File: src/rtl/srx_pkg.sv
package srx_pkg;

   typedef enum logic [2:0] {
      RX_IDLE,
      RX_START,
      RX_DATA,
      RX_PARITY,
      RX_STOP
   } rx_state_e;

   typedef struct packed {
      logic par_en;
      logic par_even;
      logic par_sticky;
   } frame_cfg_t;

   // Level the parity bit must have, given the XOR of the data bits
   function automatic logic expected_parity(input logic data_xor, input frame_cfg_t cfg);
      if (cfg.par_sticky)
         return ~cfg.par_even;
      else if (cfg.par_even)
         return data_xor;
      else
         return ~data_xor;
   endfunction

endpackage

File: src/rtl/srx_baud_gen.sv
module srx_baud_gen #(
   parameter int DIV_W = 16
) (
   input  logic             clk,
   input  logic             rst_n,
   input  logic [DIV_W-1:0] divisor,
   output logic             tick
);
   localparam logic [DIV_W-1:0] ONE = DIV_W'(1);

   logic [DIV_W-1:0] cnt;
   logic [DIV_W-1:0] last;

   // A zero divisor is outside the legal range and is run as one
   assign last = (divisor == '0) ? '0 : divisor - ONE;

   always_ff @(posedge clk or negedge rst_n) begin
      if (!rst_n) begin
         cnt  <= '0;
         tick <= 1'b0;
      end else if (cnt >= last) begin
         cnt  <= '0;
         tick <= 1'b1;
      end else begin
         cnt  <= cnt + ONE;
         tick <= 1'b0;
      end
   end

endmodule

File: src/rtl/srx_sync.sv
module srx_sync #(
   parameter int STAGES = 2
) (
   input  logic clk,
   input  logic rst_n,
   input  logic d,
   output logic q
);
   generate
      if (STAGES == 0) begin : g_bypass
         assign q = d;
      end else begin : g_chain
         logic [STAGES-1:0] chain;
         always_ff @(posedge clk or negedge rst_n) begin
            if (!rst_n)
               chain <= '1;
            else if (STAGES == 1)
               chain <= {STAGES{d}};
            else
               chain <= {chain[STAGES-2:0], d};
         end
         assign q = chain[STAGES-1];
      end
   endgenerate

endmodule

File: src/rtl/srx_frame_fsm.sv
module srx_frame_fsm
   import srx_pkg::*;
#(
   parameter int DATA_W = 8,
   parameter int OVS    = 16
) (
   input  logic              clk,
   input  logic              rst_n,
   input  logic              tick,
   input  logic              rx,
   input  frame_cfg_t        cfg,
   output logic              done,
   output logic [DATA_W-1:0] char_q,
   output logic              par_bad,
   output logic              stop_bad
);
   localparam int CNT_W = $clog2(OVS);
   localparam int BIT_W = (DATA_W > 1) ? $clog2(DATA_W) : 1;
   localparam logic [CNT_W-1:0] MID  = CNT_W'(OVS / 2 - 1);
   localparam logic [CNT_W-1:0] FULL = CNT_W'(OVS - 1);
   localparam logic [BIT_W-1:0] LAST = BIT_W'(DATA_W - 1);

   rx_state_e         state;
   logic [CNT_W-1:0]  cnt;
   logic [BIT_W-1:0]  bitn;
   logic [DATA_W-1:0] shreg;
   logic              par_acc;

   assign char_q = shreg;

   always_ff @(posedge clk or negedge rst_n) begin
      if (!rst_n) begin
         state    <= RX_IDLE;
         cnt      <= '0;
         bitn     <= '0;
         shreg    <= '0;
         par_acc  <= 1'b0;
         done     <= 1'b0;
         par_bad  <= 1'b0;
         stop_bad <= 1'b0;
      end else begin
         done <= 1'b0;
         if (tick) begin
            unique case (state)
               RX_IDLE: begin
                  if (!rx) begin
                     state <= RX_START;
                     cnt   <= '0;
                  end
               end
               RX_START: begin
                  if (cnt == MID) begin
                     cnt     <= '0;
                     bitn    <= '0;
                     par_acc <= 1'b0;
                     par_bad <= 1'b0;
                     state   <= rx ? RX_IDLE : RX_DATA;
                  end else begin
                     cnt <= cnt + 1'b1;
                  end
               end
               RX_DATA: begin
                  if (cnt == FULL) begin
                     cnt     <= '0;
                     par_acc <= par_acc ^ rx;
                     if (DATA_W > 1)
                        shreg <= {rx, shreg[DATA_W-1:1]};
                     else
                        shreg <= DATA_W'(rx);
                     if (bitn == LAST)
                        state <= cfg.par_en ? RX_PARITY : RX_STOP;
                     else
                        bitn <= bitn + 1'b1;
                  end else begin
                     cnt <= cnt + 1'b1;
                  end
               end
               RX_PARITY: begin
                  if (cnt == FULL) begin
                     cnt     <= '0;
                     par_bad <= (rx != expected_parity(par_acc, cfg));
                     state   <= RX_STOP;
                  end else begin
                     cnt <= cnt + 1'b1;
                  end
               end
               RX_STOP: begin
                  if (cnt == FULL) begin
                     cnt      <= '0;
                     done     <= 1'b1;
                     stop_bad <= ~rx;
                     state    <= RX_IDLE;
                  end else begin
                     cnt <= cnt + 1'b1;
                  end
               end
               default: state <= RX_IDLE;
            endcase
         end
      end
   end

endmodule

File: src/rtl/srx_holding.sv
module srx_holding #(
   parameter int DATA_W = 8
) (
   input  logic              clk,
   input  logic              rst_n,
   input  logic              done,
   input  logic [DATA_W-1:0] char_in,
   input  logic              par_bad,
   input  logic              stop_bad,
   input  logic              rd_data,
   input  logic              rd_status,
   output logic [DATA_W-1:0] rx_data,
   output logic              data_ready,
   output logic              parity_err,
   output logic              frame_err,
   output logic              overrun
);
   // Reads clear first; a completing character then sets on top
   always_ff @(posedge clk or negedge rst_n) begin
      if (!rst_n) begin
         rx_data    <= '0;
         data_ready <= 1'b0;
         parity_err <= 1'b0;
         frame_err  <= 1'b0;
         overrun    <= 1'b0;
      end else begin
         if (done) begin
            rx_data    <= char_in;
            data_ready <= 1'b1;
            parity_err <= (parity_err & ~rd_status) | par_bad;
            frame_err  <= (frame_err & ~rd_status) | stop_bad;
            overrun    <= (overrun & ~rd_status) | (data_ready & ~rd_data);
         end else begin
            if (rd_data)
               data_ready <= 1'b0;
            if (rd_status) begin
               parity_err <= 1'b0;
               frame_err  <= 1'b0;
               overrun    <= 1'b0;
            end
         end
      end
   end

endmodule

File: src/rtl/srx_receiver.sv
module srx_receiver
   import srx_pkg::*;
#(
   parameter int DATA_W      = 8,
   parameter int DIV_W       = 16,
   parameter int OVS         = 16,
   parameter int SYNC_STAGES = 2
) (
   input  logic              clk,
   input  logic              rst_n,
   input  logic              rx_line,
   input  logic [DIV_W-1:0]  divisor,
   input  logic              cfg_parity_en,
   input  logic              cfg_parity_even,
   input  logic              cfg_parity_sticky,
   input  logic              rd_data,
   input  logic              rd_status,
   output logic [DATA_W-1:0] rx_data,
   output logic              data_ready,
   output logic              parity_err,
   output logic              frame_err,
   output logic              overrun
);
   generate
      if (DATA_W < 5 || DATA_W > 8) begin : g_bad_data_w
         $error("srx_receiver: DATA_W must be 5..8");
      end
      if (OVS < 4 || (OVS & (OVS - 1)) != 0) begin : g_bad_ovs
         $error("srx_receiver: OVS must be a power of two of at least 4");
      end
      if (DIV_W < 1 || DIV_W > 32) begin : g_bad_div_w
         $error("srx_receiver: DIV_W must be 1..32");
      end
      if (SYNC_STAGES < 0 || SYNC_STAGES > 4) begin : g_bad_sync
         $error("srx_receiver: SYNC_STAGES must be 0..4");
      end
   endgenerate

   frame_cfg_t        cfg;
   logic              tick;
   logic              rx_s;
   logic              done_w;
   logic [DATA_W-1:0] char_w;
   logic              par_bad_w;
   logic              stop_bad_w;

   assign cfg = '{par_en: cfg_parity_en, par_even: cfg_parity_even,
                  par_sticky: cfg_parity_sticky};

   srx_baud_gen #(.DIV_W(DIV_W)) u_baud (
      .clk     (clk),
      .rst_n   (rst_n),
      .divisor (divisor),
      .tick    (tick)
   );

   srx_sync #(.STAGES(SYNC_STAGES)) u_sync (
      .clk   (clk),
      .rst_n (rst_n),
      .d     (rx_line),
      .q     (rx_s)
   );

   srx_frame_fsm #(.DATA_W(DATA_W), .OVS(OVS)) u_fsm (
      .clk      (clk),
      .rst_n    (rst_n),
      .tick     (tick),
      .rx       (rx_s),
      .cfg      (cfg),
      .done     (done_w),
      .char_q   (char_w),
      .par_bad  (par_bad_w),
      .stop_bad (stop_bad_w)
   );

   srx_holding #(.DATA_W(DATA_W)) u_hold (
      .clk        (clk),
      .rst_n      (rst_n),
      .done       (done_w),
      .char_in    (char_w),
      .par_bad    (par_bad_w),
      .stop_bad   (stop_bad_w),
      .rd_data    (rd_data),
      .rd_status  (rd_status),
      .rx_data    (rx_data),
      .data_ready (data_ready),
      .parity_err (parity_err),
      .frame_err  (frame_err),
      .overrun    (overrun)
   );

endmodule

File: config.mk
export PLATFORM = sky130hd
export DESIGN_NAME = srx_receiver
export DESIGN_NICKNAME = d
export VERILOG_FILES = /design/src/rtl/srx_pkg.sv /design/src/rtl/srx_baud_gen.sv /design/src/rtl/srx_sync.sv /design/src/rtl/srx_frame_fsm.sv /design/src/rtl/srx_holding.sv /design/src/rtl/srx_receiver.sv
export SDC_FILE = /design/constraint.sdc
export NUM_CORES = 1
export LEC_CHECK = 0
export ABC_AREA = 1
export CORE_MARGIN = 2
export CORE_UTILIZATION = 50
export CTS_BUF_LIST = sky130_fd_sc_hd__clkbuf_8
export CTS_CLUSTER_DIAMETER = 80
export DETAILED_ROUTE_END_ITERATION = 8
export PLACE_DENSITY = 0.8
export SETUP_SLACK_MARGIN = 0.15
export SYNTH_ARGS = -nofsm -noshare
export SYNTH_HDL_FRONTEND = slang
export SYNTH_SLANG_ARGS = --single-unit
File: constraint.sdc
create_clock -name clk -period 1.82 [get_ports clk]
set_clock_uncertainty 0.1 [all_clocks]
set_input_delay 0.364 -clock clk [delete_from_list [all_inputs] [get_ports clk]]
set_output_delay 0.364 -clock clk [all_outputs]
set_load 0.05 [all_outputs]
Yosys cells after proc, flatten, opt, wreduce, memory -nomap -nowiden
Index checks and enable logic that the tools add are counted.
{ "word_totals": {"ff_bits": 53, "in_bits": 24} }
{ "op_classes": {"addsub": 4, "magnitude_cmp": 1, "n_eq_ne": 15, "mux": 39, "n_bitwise": 13, "reduce_logical": 15} }
{ "ops": {"columns": ["op", "n"], "rows": [
  ["$mux 16", 2],
  ["$mux 3", 10],
  ["$mux 1", 18],
  ["$add 16x1->16 const B", 1],
  ["$ge 16x16->1", 1],
  ["$logic_not 16->1", 1],
  ["$sub 16x1->16 const B", 1],
  ["$pmux 3 s5", 1],
  ["$mux 4", 3],
  ["$pmux 4 s3", 1],
  ["$ne 2x1->1 const B", 5],
  ["$reduce_and 3->1", 3],
  ["$reduce_and 4->1", 2],
  ["$reduce_bool 2->1", 4],
  ["$reduce_and 7->1", 1],
  ["$eq 3x2->1 const B", 2],
  ["$eq 3x3->1 const B", 2],
  ["$pmux 3 s2", 1],
  ["$not 1->1", 5],
  ["$reduce_and 5->1", 1],
  ["$add 4x1->4 const B", 1],
  ["$and 1x1->1", 4],
  ["$eq 4x3->1 const B", 1],
  ["$eq 4x4->1 const B", 1],
  ["other kinds (11)", 15]
]} }

Logic depth before layout (Yosys ltp)
Gate-level depths: netlist (run 1).
{ "depth": {"depth_word": 9, "ltp_mapped": 19, "depth_no_buf": 18} }

Cells and area by module
A second synthesis (run 1) with hierarchy kept.
{ "hier_totals": {"hier_cells": 466, "area_unflattened_um2": 3562.2} }
{ "by_module_without_submodules": {"columns": ["mod", "instances", "cells_each", "area_each_um2"], "rows": [
  ["srx_baud_gen", 1, 256, 1775.5],
  ["srx_frame_fsm", 1, 157, 1278.7],
  ["srx_holding", 1, 51, 455.4],
  ["srx_sync", 1, 2, 52.6]
]} }

Least setup slack after synthesis (run 1)
OpenSTA, ideal clock, no wires.
{ "synth_timing": {"path_type": "input -> register", "startpoint": "input port divisor[0]", "endpoint": "register u_baud.cnt[7]", "t_arrival_ns": 2.065, "required_ns": 1.599, "setup_slack_ns": -0.466, "cell_stages": 19, "path_cell_list": "inv_1 > ha_1 > nand2_1 > inv_2 > nand2_1 > inv_1 > or2_1 > nand3_1 > ha_1 > nand2_1 > inv_1 > nand2_1 > nor2_1 > nor2_1 > nand2_1 > nand2_1 > nand2_2 > buf_4 > nor2_1"} }
{ "synth_between": {"elab_chain_cells": 4, "word_cells_on_any_way": 5, "classes_between": "add/sub: 1; order compare: 1; mux: 2; reduce/logical: 1"} }
{ "synth_lines": {"columns": ["item", "line_no", "rtl"], "rows": [
  ["from (decl)", "srx_receiver.sv:12", "input logic [DIV_W-1:0] divisor,"],
  ["$sub 16x1->16 / $logic_not 16->1 (equally long branches)", "srx_baud_gen.sv:15", "assign last = (divisor == '0) ? '0 : divisor - ONE;"],
  ["$mux 16 (*)", "srx_baud_gen.sv:15", null],
  ["$ge 16x16->1 (*)", "srx_baud_gen.sv:21", "end else if (cnt >= last) begin"],
  ["$mux 16 (*)", "srx_baud_gen.sv:21", null],
  ["to (signal assigned)", "srx_baud_gen.sv:25", "cnt <= cnt + ONE;"],
  ["to (decl)", "srx_baud_gen.sv:11", "logic [DIV_W-1:0] cnt;"]
]} }
Every way passes the cells marked *; elsewhere a longest branch is shown, timed or not.
A chain may end at the register's enable or synchronous reset.

Worst setup path in the final report (run 1)
{ "layout_timing": {"startpoint": "input port divisor[6]", "endpoint": "register u_baud.cnt[6]"} }
The elaborated chain is that of the path after synthesis.

==> summary.md, run 1 <==
| Metric | Value |
|---|---|
| Final Max Slew Viols | 0 |
| M1 GR Usage | roughly 31% |
| Vias | 3506 |
| Sequential Area | roughly 0.0013 mm2 |
| Largest net degree at the start of global routing | 28 |
| Async set-or-reset flop fraction in the synthesized netlist | 100% |
| Pre-Repair DR Iteration Count | 5 |
| Seq cells post-synth | 53 |
| Post-synthesis sequential area ratio | 38.9% |
| Residual DRC count | 0 |
| Fin util | roughly 73% |
| Crit-path max cell delay | 0.33 ns |
| Main synth FF type | dfrtp_1 |
| Max FO, Critical Path | 8 |
| Clock transition at path regs | 0.10 ns |
| Row count | 30 |
| # IOs | 36 |
| Setup crit end kind | flop |
| Fin Hold WS | around 0.27 ns |
| Ys Warns | 0 |
| Most Used Layer, Global Route | met2 |
| Synth Area in Adders | between 8 and 9% |
| Post-synth top cells | nand2_1 (124), inv_1 (56), dfrtp_1 (51), nor2_1 (51), nand3_1 (38) |
| Mapped Avg Cell Area | about 7.5 um2 |
| Synth area leader | dfrtp_1 |
| Post-DP HPWL | between 5 and 6 mm |
| Crit path kind | primary input to flop |
| Synthesized area | approximately 0.0034 mm2 |
| Crit start category | primary input |
| FMAX | 409 MHz |
| EDFF count, synth | 0 |
| CP Data Required Time | 1.92 ns |
| Initial Utilization | approximately 50% |
| Min-Delay Path Class | flop to flop |
| Reg2reg setup slack | -0.02 ns |
| Power per standard cell area | 610 mW/mm2 |
| Share of post-route cells with drive strength above 1 | approximately 38% |
| Tightest Pin Transition | between 0.3 and 0.4 ns |
| RR Startpoint | u_baud.cnt[0]$_DFF_PN0_ |
| R2R cell count | 8 |
| CP most frequent cell | buf_4 |
| Synth Net Count | about 500 |
| DR iter-0 viols | 213 |
| Initial antenna violation count | 0 |
| Worst path slowest cell | ha_1 |
| Compound-Gate Fraction of Synth Area | 9.04% |
| Area of the multi-input gates | between 0.002 and 0.0025 mm2 |
| GRT overflow | 0 |
| Placed inst area | ~0.0042 mm2 |
| Cells along the critical path | buf_2 > nor2_4 > buf_4 > buf_4 > buf_4 > nand2_2 > nor2_2 > or2_4 > nand3_1 > ha_1 > nand2_1 > o21ai_1 > a21oi_2 > buf_6 > nand2_8 > nor2_2 |
| Top Family by Delay on Critical Path | simple AND/OR/NAND/NOR gates |
| DIE WIDTH | around 87 um |
| Antenna diodes | 0 |
| Slew headroom | about three quarters |
| # setup viols final | 17 |
| Synth Instances | between 400 and 500 |
| Hold Path Stages | 0 |
| Root Buffer | clkbuf_8 |
| Count leader, synth | nand2_1 |
| Final Hold Fails | 0 |
| Quantity of I/O buffers inserted on ports | 35 |
| Post-route design area | about 0.005 mm2 |
| Failing checks | negative setup slack |
| Max cap viols | 0 |
| Period utilization | 134% |
| CP bufs+invs | 5 |
| Crit path DAT | about 2.6 ns |
| M3 GR Usage | ~3.6% |
| Yosys cell types | 35 |
| Post-synthesis mux area share | 0% |
| End of the worst register-to-register path | u_baud.cnt[14]$_DFF_PN0_ |
| WL/cell | roughly 15 um |
| Fill cell count | between 400 and 500 |
| DRT Wirelength | a little under 10 mm |
| Synth area leaders | dfrtp_1 (37%), nand2_1 (14%), ha_1 (8.1%), inv_1 (6.2%), nor2_1 (5.6%) |
| Leak pwr | 2.39 nW |
| CTS tree | done |
| Vias in the first global route | roughly 3.5k |
| Setup TNS | -10.13 ns |
| Htree depth | 2 |
| RSZ-0062 raised after global routing | yes |
| Final #Nets | 604 |
| GPL Wtd Cong | 0.918 |
| XOR/XNOR Fraction of Synth Area | around 2.6% |
| Hold EP | u_sync.g_chain.chain[1]$_DFF_PN1_ |
| Overall Global Routing Usage | 25.5% |
| Clock Latency Late Sink | between 0.3 and 0.4 ns |
| Antenna Nets Post-Route | 0 |
| First-pass GRT wire length | about 15 mm |
| Vias per cell | between 5 and 6 |
| Die H | 86.7 um |
| Setup ws final | -0.628 ns |
| Total core area | 0.00672 mm2 |
| Die ar. | ~0.0075 mm2 |
| CTS Buf Count | 5 |
| Final Critical Period | 2.45 ns |
| Clock Sink Count | 53 |
| Source of the worst hold timing path | u_sync.g_chain.chain[0]$_DFF_PN1_ |
| Post-synthesis simple-gate area fraction | 33.8% |
| Outcome | finished with violations |
| Max clock buf depth | 2 |
| Area Growth Syn to Fin | 43.1% |
| Met2 Use GR | 45.0% |
| Synth top area share | between 30% and 40% |
| Largest family of logic cells by synthesized area | simple AND/OR/NAND/NOR gates |
| Worst vdd ir | about 0.00036 V |
==> power by group <==
group / internal [mW] / total, mW / switching [mW] / leakage (nW)
Clock: 0.304 / 0.689 / 0.384 / 0.0486
Sequential: 1.26 / 1.37 / 0.111 / 0.714
Combinational: 0.416 / 0.926 / 0.511 / 1.63
Total: 1.98 / 2.98 / 1.01 / 2.39
==> per-layer routing <==
metal / routed length, um / vias to the layer above
met3: 454 / 59
li1: - / 1671
met2: 4790 / 136
met5: 0 / -
met1: 3920 / 1640
met4: 480 / 0
==> state kept, by name, summed over array words and instances (netlist names) <==
register / flops
u_fsm.par_bad: 1
u_fsm.state: 3
u_fsm.stop_bad: 1
u_hold.parity_err: 1
u_fsm.done: 1
u_fsm.bitn: 3
u_fsm.cnt: 4
u_fsm.char_q: 8
u_fsm.par_acc: 1
u_hold.rx_data: 8
u_baud.cnt: 16
u_hold.data_ready: 1
u_hold.overrun: 1
u_baud.tick: 1
u_sync.g_chain.chain: 2
u_hold.frame_err: 1
==> logic make-up after synthesis <==
group,Yosys count
buffers and inverters,66
AOI/OAI and AO/OA,52
xor gates and xnor gates,10
DFF,53
and+or+nand+nor,255
adders and majority gates,22
==> per-stage QoR <==
step                instances  setup WS, ns  total power, mW
CTS                       635        -0.322             2.88
floorplan                 458        -0.335             1.78
global placement          606         -1.10             2.04
global route              639        -0.643             3.13
finish                    639        -0.628             2.98
detailed placement        606         -1.20             2.07
==> timing repair <==
item	CTS	global route
gates resized for setup	146	28
setup buffers	17	4
hold buffers	1	0
pin swaps	47	25
endpoints found under the setup margin	17	31
endpoints found under the hold margin	51	0
gates cloned	3	0
==> area by class of cell <==
| cell class | instances | share of cell area, % |
|---|---|---|
| Multi-Input combinational cell | 341 | 47.6 |
| Sequential cell | 53 | 27.2 |
| Timing Repair Buffer | 95 | 16.4 |
| Inverter | 62 | 4.91 |
| Tap cell | 80 | 2.05 |
| Clock buffer | 6 | 1.69 |
| Clock inverter | 2 | 0.230 |
==> layout by cell type, fill, tap and decap left out, drive strengths merged, types with 6 or more instances in the layout <==
cell type | synthesis | final
nand3 | 38 | 38
nor2 | 62 | 62
ha | 22 | 22
dfrtp | 51 | 51
clkbuf | 1 | 6
nand4 | 7 | 7
or2 | 6 | 6
buf | 3 | 87
clkdlybuf4s50 | 0 | 6
a21oi | 13 | 13
nand2 | 134 | 136
inv | 62 | 63
xor2 | 8 | 8
o21ai | 30 | 30
==> worst max path at each step <==
stage	endpoint	cells past startpoint	slack (ns)	startpoint
after CTS	u_baud.cnt[7]$_DFF_PN0_	18	-0.32	divisor[12]
after detailed placement	u_baud.cnt[7]$_DFF_PN0_	20	-1.20	divisor[0]
after global routing	u_baud.cnt[6]$_DFF_PN0_	16	-0.64	divisor[6]
after floorplan	u_baud.cnt[7]$_DFF_PN0_	15	-0.33	divisor[4]
after global placement	u_baud.cnt[10]$_DFF_PN0_	20	-1.10	divisor[0]
final	u_baud.cnt[6]$_DFF_PN0_	16	-0.63	divisor[6]
(Power assumes the default switching activity.)
==> run 2: changes to the inputs <==
--- a/config.mk
+++ b/config.mk
@@ -6,13 +6,14 @@
 export NUM_CORES = 1
 export LEC_CHECK = 0
 export ABC_AREA = 1
-export CORE_MARGIN = 2
+export CORE_MARGIN = 3
 export CORE_UTILIZATION = 50
 export CTS_BUF_LIST = sky130_fd_sc_hd__clkbuf_8
 export CTS_CLUSTER_DIAMETER = 80
 export DETAILED_ROUTE_END_ITERATION = 8
 export PLACE_DENSITY = 0.8
 export SETUP_SLACK_MARGIN = 0.15
+export SKIP_LAST_GASP = 1
 export SYNTH_ARGS = -nofsm -noshare
 export SYNTH_HDL_FRONTEND = slang
 export SYNTH_SLANG_ARGS = --single-unit
==> run 2 against run 1 <==
- the run still ends with negative setup slack left
- non-clock buffer count is 6 lower
- worst setup slack better by 0.12 ns
- final cell count is 1.4% lower
- first-iteration DRC count is 34% higher
- clock power is 3% lower
- register-to-register slack worse by 0.15 ns
- utilization is 0.97 points higher
- flip-flop and latch count stayed put
- via count is 4.0% higher
- design area is 2.0% lower
- largest cell class unchanged
- largest power group unchanged
- highest routed layer unchanged
==> summary.md, run 2 (same netlist as run 1, synthesis figures left out) <==
| Metric | Value |
|---|---|
| CP Data Required Time | 1.93 ns |
| Clock Sink Count | 53 |
| Crit path kind | primary input to flop |
| Leak pwr | 2.35 nW |
| GPL Wtd Cong | around 0.88 |
| Worst vdd ir | roughly 0.00034 V |
| Total core area | between 0.006 and 0.007 mm2 |
| # IOs | 36 |
| FMAX | 430 MHz |
| Antenna Nets Post-Route | 0 |
| Initial antenna violation count | 0 |
| Row count | 29 |
| Hold Path Stages | 0 |
| Max FO, Critical Path | 4 |
| Worst path slowest cell | ha_4 |
| Htree depth | 2 |
| CP most frequent cell | buf_4 |
| Slew headroom | between 60 and 70% |
| Setup crit end kind | flop |
| Max cap viols | 0 |
| WP depth | 16 |
| Pre-Repair DR Iteration Count | 6 |
| Final Hold Fails | 0 |
| DR iter-0 viols | between 200 and 300 |
| Largest net degree at the start of global routing | 54 |
| Vias in the first global route | ~3.4k |
| Top Family by Delay on Critical Path | simple AND/OR/NAND/NOR gates |
| Die H | between 80 and 90 um |
| Die ar. | 0.00786 mm2 |
| GRT overflow | 0 |
| Max clock buf depth | 2 |
| Outcome | finished with violations |
| Min-Delay Path Class | flop to flop |
| Overall Global Routing Usage | 24.9% |
| CTS tree | done |
| Top reg by flops | u_baud.cnt |
| Vias | 3646 |
| DRT Wirelength | between 10 and 15 mm |
| CTS Buf Count | 5 |
| Max FFs per register | 16 |
| Placed inst area | between 0.004 and 0.005 mm2 |
| Share of post-route cells with drive strength above 1 | a little under two fifths |
| Post-route design area | 0.00479 mm2 |
| Residual DRC count | 0 |
| Period utilization | 128% |
| Clock transition at path regs | ~0.10 ns |
| Crit-path max cell delay | between 0.2 and 0.3 ns |
| Final Critical Period | around 2.3 ns |
| Most frequent cells in the layout | nand2_1 (107), buf_4 (63), inv_1 (52) |
| WL/cell | roughly 17 um |
| Cells along the critical path | buf_2 > nor2_4 > buf_4 > buf_4 > buf_4 > buf_4 > nand2_4 > nor2_4 > or2_4 > nand3_2 > ha_4 > nand4_1 > nor3_4 > nand2_4 > nand2_4 > nor2_1 |
| Fin Hold WS | roughly 0.26 ns |
| Quantity of I/O buffers inserted on ports | 35 |
| Power per standard cell area | ~620 mW/mm2 |
| Setup TNS | -8.18 ns |
| Antenna diodes | 0 |
| Setup ws final | -0.507 ns |
| Vias per cell | around 5.8 |
| R2R cell count | 7 |
| Final Max Slew Viols | 0 |
| CP bufs+invs | 5 |
| DIE WIDTH | 88.7 um |
| Root Buffer | clkbuf_8 |
| Clock Latency Late Sink | 0.31 ns |
| RSZ-0062 raised after global routing | yes |
| Initial Utilization | a little over half |
| # setup viols final | 17 |
| Tightest Pin Transition | about 0.46 ns |
| Failing checks | negative setup slack |
| Leading cell type in the layout, fill and taps excluded | nand2_1 |
| Crit path DAT | between 2 and 2.5 ns |
| Crit start category | primary input |
| Post-DP HPWL | between 5 and 6 mm |
| Final #Nets | approximately 600 |
| First-pass GRT wire length | 15.3 mm |
| Area Growth Syn to Fin | 40.1% |
run 2: cell count changes in the layout (fill, tap and decap cells not counted), moves of 4 or more:
cell	delta
nor2_4	-5
buf_4	-4
nand2_4	+4
nor2_2	+6
nand2_1	-5
run 2: repair_timing:
action                                 CTS  global route
gates cloned                             3             0
setup endpoints to repair               17            32
hold buffers                             1             0
endpoints found under the hold margin   51             0
gates resized for setup                123            46
pin swaps                               26            18
setup buffers                           12             5
run 2: stage by stage:
| step | power [mW] | setup slack, ns | cells | util, % |
|---|---|---|---|---|
| final | 2.95 | -0.507 | 630 | 73.7 |
| after floorplan | 1.78 | -0.335 | 458 | - |
| after global placement | 2.03 | -1.06 | 601 | 63.7 |
| after CTS | 2.82 | -0.318 | 625 | 70.5 |
| after detailed placement | 2.06 | -1.19 | 601 | 63.7 |
| after global routing | 3.10 | -0.617 | 630 | 73.7 |
run 2: power breakdown:
| part | internal, mW | switching (mW) | leakage (nW) |
|---|---|---|---|
| sequential | 1.26 | 0.118 | 0.714 |
| combinational | 0.388 | 0.518 | 1.59 |
| clock | 0.270 | 0.401 | 0.0497 |
| total | 1.92 | 1.04 | 2.35 |
run 2: layer usage:
layer / track usage (%) / share of wire (%)
met2: 42.8 / 50
met3: 6.05 / 7.8
met1: 29.6 / 38
met4: 10.6 / 4.5
met5: 0 / 0
run 2: final cells by class:
class	instances	area, um2
fill	429	1710
clock inverter	3	17.5
inverter	62	240
timing repair buffer	89	729
sequential	53	1330
clock buffer	5	68.8
multi-input combinational	341	2310
tap	77	96.3
run 2: path summary, 6_finish.rpt:
| path | slack (ns) | from | end |
|---|---|---|---|
| worst min-delay path | 0.26 | u_sync.g_chain.chain[0]$_DFF_PN1_ | u_sync.g_chain.chain[1]$_DFF_PN1_ |
| worst min register to register | 0.26 | u_sync.g_chain.chain[0]$_DFF_PN1_ | u_sync.g_chain.chain[1]$_DFF_PN1_ |
| max in group asynchronous | 0.86 | rst_n | u_sync.g_chain.chain[0]$_DFF_PN1_ |
| min in group asynchronous | 0.46 | rst_n | u_hold.rx_data[6]$_DFFE_PN0P_ |
| worst max register to register | -0.17 | u_baud.cnt[1]$_DFF_PN0_ | u_baud.cnt[14]$_DFF_PN0_ |
| worst max-delay path | -0.51 | divisor[9] | u_baud.cnt[14]$_DFF_PN0_ |
run 2: worst register-to-register path, stage by stage, from the launching register on:
cell	delay (ns)
dfrtp_1	0.44
ha_1	0.22
nand2_1	0.07
nor2_2	0.29
nand3_1	0.29
o21ai_1	0.27
nand2_1	0.09
nor2_1	0.15
==> run 3: changes to the inputs <==
--- a/config.mk
+++ b/config.mk
@@ -14,6 +14,7 @@
 export PLACE_DENSITY = 0.8
 export SETUP_SLACK_MARGIN = 0.15
 export SKIP_LAST_GASP = 1
+export SLEW_MARGIN = 20
 export SYNTH_ARGS = -nofsm -noshare
 export SYNTH_HDL_FRONTEND = slang
 export SYNTH_SLANG_ARGS = --single-unit
==> results of run 3 <==
No change in the layout: final DEF, timing and power equal those of run 2.
